===== src/rtl/lsg_pkg.sv =====
package lsg_pkg;

   typedef enum logic {
      SRC_DIVIDER = 1'b0,
      SRC_HSYNC   = 1'b1
   } lsg_src_e;

   localparam int unsigned LSG_MIN_LINE = 2;

endpackage


===== src/rtl/lsg_line_div.sv =====
module lsg_line_div #(
   parameter int unsigned CNT_W = 12
) (
   input  logic             clk,
   input  logic             rst,
   input  logic [CNT_W-1:0] term_cnt,
   output logic             wrap_o
);
   localparam logic [CNT_W-1:0] MIN_LEN = CNT_W'(lsg_pkg::LSG_MIN_LINE);

   logic [CNT_W-1:0] cnt_q;
   logic [CNT_W-1:0] len_q;
   logic [CNT_W-1:0] len_in;
   logic             at_end;

   // lengths below the minimum are raised to it
   assign len_in = (term_cnt < MIN_LEN) ? MIN_LEN : term_cnt;
   assign at_end = (cnt_q == len_q - 1'b1);
   assign wrap_o = at_end;

   always_ff @(posedge clk) begin
      if (rst) begin
         cnt_q <= '0;
         len_q <= len_in;
      end else if (at_end) begin
         cnt_q <= '0;
         len_q <= len_in;
      end else begin
         cnt_q <= cnt_q + 1'b1;
      end
   end
endmodule


===== src/rtl/lsg_sync.sv =====
module lsg_sync #(
   parameter int unsigned STAGES = 2
) (
   input  logic clk,
   input  logic rst,
   input  logic d_in,
   output logic d_out
);
   logic [STAGES-1:0] chain_q;

   always_ff @(posedge clk) begin
      if (rst) chain_q <= '0;
      else     chain_q <= STAGES'({chain_q, d_in});
   end

   assign d_out = chain_q[STAGES-1];
endmodule


===== src/rtl/lsg_pipe_dly.sv =====
module lsg_pipe_dly #(
   parameter int unsigned DEPTH = 4
) (
   input  logic clk,
   input  logic rst,
   input  logic d_in,
   output logic d_out
);
   generate
      if (DEPTH == 0) begin : g_bypass
         assign d_out = d_in;
      end else begin : g_shift
         logic [DEPTH-1:0] sr_q;
         always_ff @(posedge clk) begin
            if (rst) sr_q <= '0;
            else     sr_q <= DEPTH'({sr_q, d_in});
         end
         assign d_out = sr_q[DEPTH-1];
      end
   endgenerate
endmodule


===== src/rtl/line_sync_gen.sv =====
module line_sync_gen #(
   parameter int unsigned CNT_W       = 12,
   parameter int unsigned PIPE_DLY    = 4,
   parameter int unsigned SYNC_STAGES = 2
) (
   input  logic             clk,
   input  logic             rst,
   input  logic             hs_in,
   input  logic             src_sel,
   input  logic             pol_inv,
   input  logic [CNT_W-1:0] term_cnt,
   output logic             sync_out
);
   import lsg_pkg::*;

   generate
      if (CNT_W < 2) begin : g_bad_cnt_w
         $error("line_sync_gen: CNT_W must be at least 2");
      end
      if (SYNC_STAGES < 2) begin : g_bad_sync
         $error("line_sync_gen: SYNC_STAGES must be at least 2");
      end
   endgenerate

   logic     div_wrap;
   logic     hs_sync;
   logic     hs_aligned;
   logic     raw_act;
   logic     out_q;
   lsg_src_e src;

   lsg_line_div #(.CNT_W(CNT_W)) div_i (
      .clk      (clk),
      .rst      (rst),
      .term_cnt (term_cnt),
      .wrap_o   (div_wrap)
   );

   lsg_sync #(.STAGES(SYNC_STAGES)) sync_i (
      .clk   (clk),
      .rst   (rst),
      .d_in  (hs_in),
      .d_out (hs_sync)
   );

   lsg_pipe_dly #(.DEPTH(PIPE_DLY)) dly_i (
      .clk   (clk),
      .rst   (rst),
      .d_in  (hs_sync),
      .d_out (hs_aligned)
   );

   assign src     = lsg_src_e'(src_sel);
   assign raw_act = (src == SRC_HSYNC) ? hs_aligned : div_wrap;

   // single output flop: a source or polarity change lands on an edge
   always_ff @(posedge clk) begin
      if (rst) out_q <= pol_inv;
      else     out_q <= pol_inv ^ raw_act;
   end

   assign sync_out = out_q;
endmodule


===== config.mk =====
export PLATFORM = sky130hd
export DESIGN_NAME = line_sync_gen
export DESIGN_NICKNAME = d
export VERILOG_FILES = /design/src/rtl/lsg_pkg.sv /design/src/rtl/lsg_line_div.sv /design/src/rtl/lsg_sync.sv /design/src/rtl/lsg_pipe_dly.sv /design/src/rtl/line_sync_gen.sv
export SDC_FILE = /design/constraint.sdc
export NUM_CORES = 1
export LEC_CHECK = 0
export BUFFER_PORTS_ARGS = -buffer_cell sky130_fd_sc_hd__buf_2
export CORE_ASPECT_RATIO = 1.1
export CORE_MARGIN = 3
export CORE_UTILIZATION = 35
export DETAILED_ROUTE_END_ITERATION = 12
export SLEW_MARGIN = 20
export SYNTH_ARGS = -nofsm -noshare
export SYNTH_HDL_FRONTEND = slang
export SYNTH_HIERARCHICAL = 1
export SYNTH_SLANG_ARGS = --single-unit

===== constraint.sdc =====
create_clock -name clk -period 7.4 [get_ports clk]
set_input_delay 0.37 -clock clk [delete_from_list [all_inputs] [get_ports clk]]
set_output_delay 0.37 -clock clk [all_outputs]
set_load 0.01 [all_outputs]

==> results.py <==
metrics = {
    "outcome": {
        "outcome": "complete, no violations",
    },
    "route": {
        "firstDrtPassIters": 4,
        "via_per_inst": 5.35,
        "drc_errors": 0,
        "final_antenna_net_count": 0,
        "wirelength_um": 3250,
        "wl_per_cell_um": 14.4,
        "drtIter0Drc": 42,
        "vias": 1204,
    },
    "grt": {
        "grt_pass1_wl_um": 5520,
        "grt_remaining_overflow": 0,
        "grt_antenna_before_repair": 0,
        "grt_pass1_vias": 1200,
        "grt.total_usage": 0.129,
        "grt_max_degree": 21,
    },
    "synth": {
        "synthXorXnorAreaFrac": 0.143,
        "yosysWarningCount": 6,
        "yosys.area_share.adder": 0.0154,
        "synth_compound_area_frac": 0.119,
        "avgSynthCellArea_um2": 10.1,
        "yosys.area.top_type": "dfxtp_1",
        "synth.distinct_cells": 39,
        "synthFlopType": "dfxtp_1",
        "synthSimpleGateAreaFrac": 0.201,
        "syn-num-nets": 180,
        "synthArstFlopShare": 0,
        "synthMuxAreaShare": 0.00617,
        "synth.area.top_cells": "dfxtp_1, edfxtp_1, xor2_1, xnor2_1, a211oi_1",
        "syn_area_mm2": 0.00162,
        "yosysSeqAreaShare": 0.456,
        "synth_cells": 161,
        "ys_ff_latch": 31,
        "yosysTopAreaCellShare": 0.234,
        "synth_top_family_by_area": "simple AND/OR/NAND/NOR gates",
        "synth_edf_count": 12,
    },
    "die": {
        "die_width_um": 70.9,
        "ios": 18,
        "coreArea_mm2": 0.00438,
        "fp.dieH_um": 77.4,
        "dieArea_mm2": 0.00549,
        "initial_core_util": 0.371,
        "rows": 25,
    },
    "power": {
        "cellPowerDensity_mw_per_mm2": 201,
        "switching_share": 0.260,
        "p_int_uw": 268,
        "switching_power_uw": 94.0,
        "p_comb_frac": 0.104,
        "p_clk_frac": 0.354,
        "p_leak_uw": 0.000649,
        "irDropWorstVdd_v": 0.000130,
        "pwr-share-seq": 0.542,
        "report.power.total_uw": 362,
    },
    "critical_path": {
        "required_ns": 7.33,
        "critical_path_class": "reg2reg",
        "cp-end-kind": "flop",
        "crit_chain": "inv_1, ha_1, nand2b_1, o211a_1, o31a_1, nor4b_4, a21o_1",
        "crit_family": "compound AO/OA/AOI/OAI gates",
        "critPathMaxStageDelay_ns": 0.69,
        "worstPathArrival_ns": 2.95,
        "cp_slowest_cell": "nor4b_4",
        "cp-start-kind": "flop",
        "cp_max_fo": 14,
        "path_buf_inv": 1,
    },
    "cts": {
        "clk_latency_ns": 0.28,
        "cts.clk_slew.worst_paths_ns": 0.07,
        "h-tree-depth": 2,
        "cts_buffers": 5,
        "cts_sinks": 31,
        "cts-root-buf": "clkbuf_8",
        "cts_tree": "built",
        "postCtsHoldBufs": 0,
        "cts_setup_buffers": 0,
        "cts_buffer_depth": 2,
        "cts_resized": 0,
    },
    "layout": {
        "layout_commonest_cell": "dfxtp_1",
        "syn_to_final_growth_pct": 10.8,
        "diodes": 0,
        "layout_common_cells": "dfxtp_1, buf_2, xor2_1",
        "nets": 189,
        "fill_cells": 418,
        "drive_gt1_frac": 0.181,
        "fin_area_mm2": 0.00180,
    },
    "sta": {
        "finalHoldViolations": 0,
        "setup_tns_ns": 0,
        "setup_violations": 0,
        "fmax_ghz": 0.331,
        "relSlewSlack": 0.517,
        "slew_violations": 0,
        "skew_ns": 0.00334,
        "period_needed_ns": 3.02,
        "post-route-period-util": 0.408,
        "rsz0062_at_grt": "false",
        "tightest_slew_ns": 0.722,
        "setup_slack_ns": 4.38,
    },
    "hold_path": {
        "hp-class": "in2reg",
    },
    "placement": {
        "hpwl_um": 2370,
        "place_area_mm2": 0.00171,
        "dp_worst_setup_slack_ns": 4.37,
        "gp_congestion": 0.797,
        "port-buffer-count": 17,
    },
    "job": {
        "maxCapViolations": 0,
    },
}
-- cell families after synthesis --
logic type | after synthesis
buffers and inverters | 23
AO/OA/AOI/OAI | 25
multiplexers | 1
adder cells (fa/ha/maj) | 2
flip-flops | 31
XOR/XNOR | 25
AND/OR/NAND/NOR | 54
-- power by group through the flow --
| stage | clock, uW | combinational [uW] | sequential (uW) |
|---|---|---|---|
| CTS | 133 | 37.9 | 196 |
| global route | 141 | 42.1 | 197 |
| global placement | 0 | 36.2 | 199 |
| finish | 128 | 37.7 | 196 |
| floorplan | 0 | 28.8 | 196 |
| detailed placement | 0 | 37.6 | 199 |
-- Yosys cell counts (2+ instances only) --
master and count:
a21oi_1 2, a31oi_1 2, nor2b_1 7, nand3_1 3, nor4_1 6, a211oi_1 11
edfxtp_1 12, nand2_1 7, and2_1 2, inv_1 7, xor2_1 13, nor2_1 8
nand4_1 5, nand2b_1 4, ha_1 2, xnor2_1 11, nor3_1 5, a31o_2 2
clkbuf_1 14, dfxtp_1 19
-- worst paths after layout --
kind	start	to	slack, ns	cells past startpoint
worst max-delay path	div_i/len_q[0]$_SDFFCE_PN0P_	div_i/len_q[1]$_SDFFCE_PN1P_	4.38	7
worst min-delay path	pol_inv	sync_out$_DFF_P_	0.28	2
worst max register to register	div_i/len_q[0]$_SDFFCE_PN0P_	div_i/len_q[1]$_SDFFCE_PN1P_	4.38	7
worst min register to register	dly_i/g_shift.sr_q[2]$_SDFF_PP0_	dly_i/g_shift.sr_q[3]$_SDFF_PP0_	0.44	1
-- final cells by class --
class | count | area [um^2] | area share
clock buffer | 5 | 68.8 | 0.0383
clock inverter | 3 | 15.0 | 0.00835
inverter | 7 | 26.3 | 0.0146
multi-input combinational | 107 | 787 | 0.438
sequential | 31 | 741 | 0.412
tap | 54 | 67.6 | 0.0376
timing repair buffer | 18 | 92.6 | 0.0515
-- metrics by stage --
stage	instances	hold WS [ns]	utilization
after floorplan	161	0.414	-
after global placement	217	0.417	0.391
after detailed placement	217	0.433	0.391
after CTS	225	0.268	0.411
after global routing	225	0.266	0.411
final	225	0.275	0.411
-- state kept, by name, summed over array words and instances, names as in the netlist --
name and flops:
div_i/cnt_q 12, div_i/len_q 12, dly_i/g_shift.sr_q 4, sync_i/chain_q 2
sync_out 1
-- layer usage --
| metal | up-vias | global-route usage | wire length, um |
|---|---|---|---|
| met5 | - | 0 | 0 |
| met4 | 0 | 0.0808 | 113 |
| met3 | 14 | 0.0350 | 103 |
| met2 | 30 | 0.213 | 1620 |
| met1 | 568 | 0.146 | 1410 |
| li1 | 592 | - | - |
(Power assumes the default switching activity.)
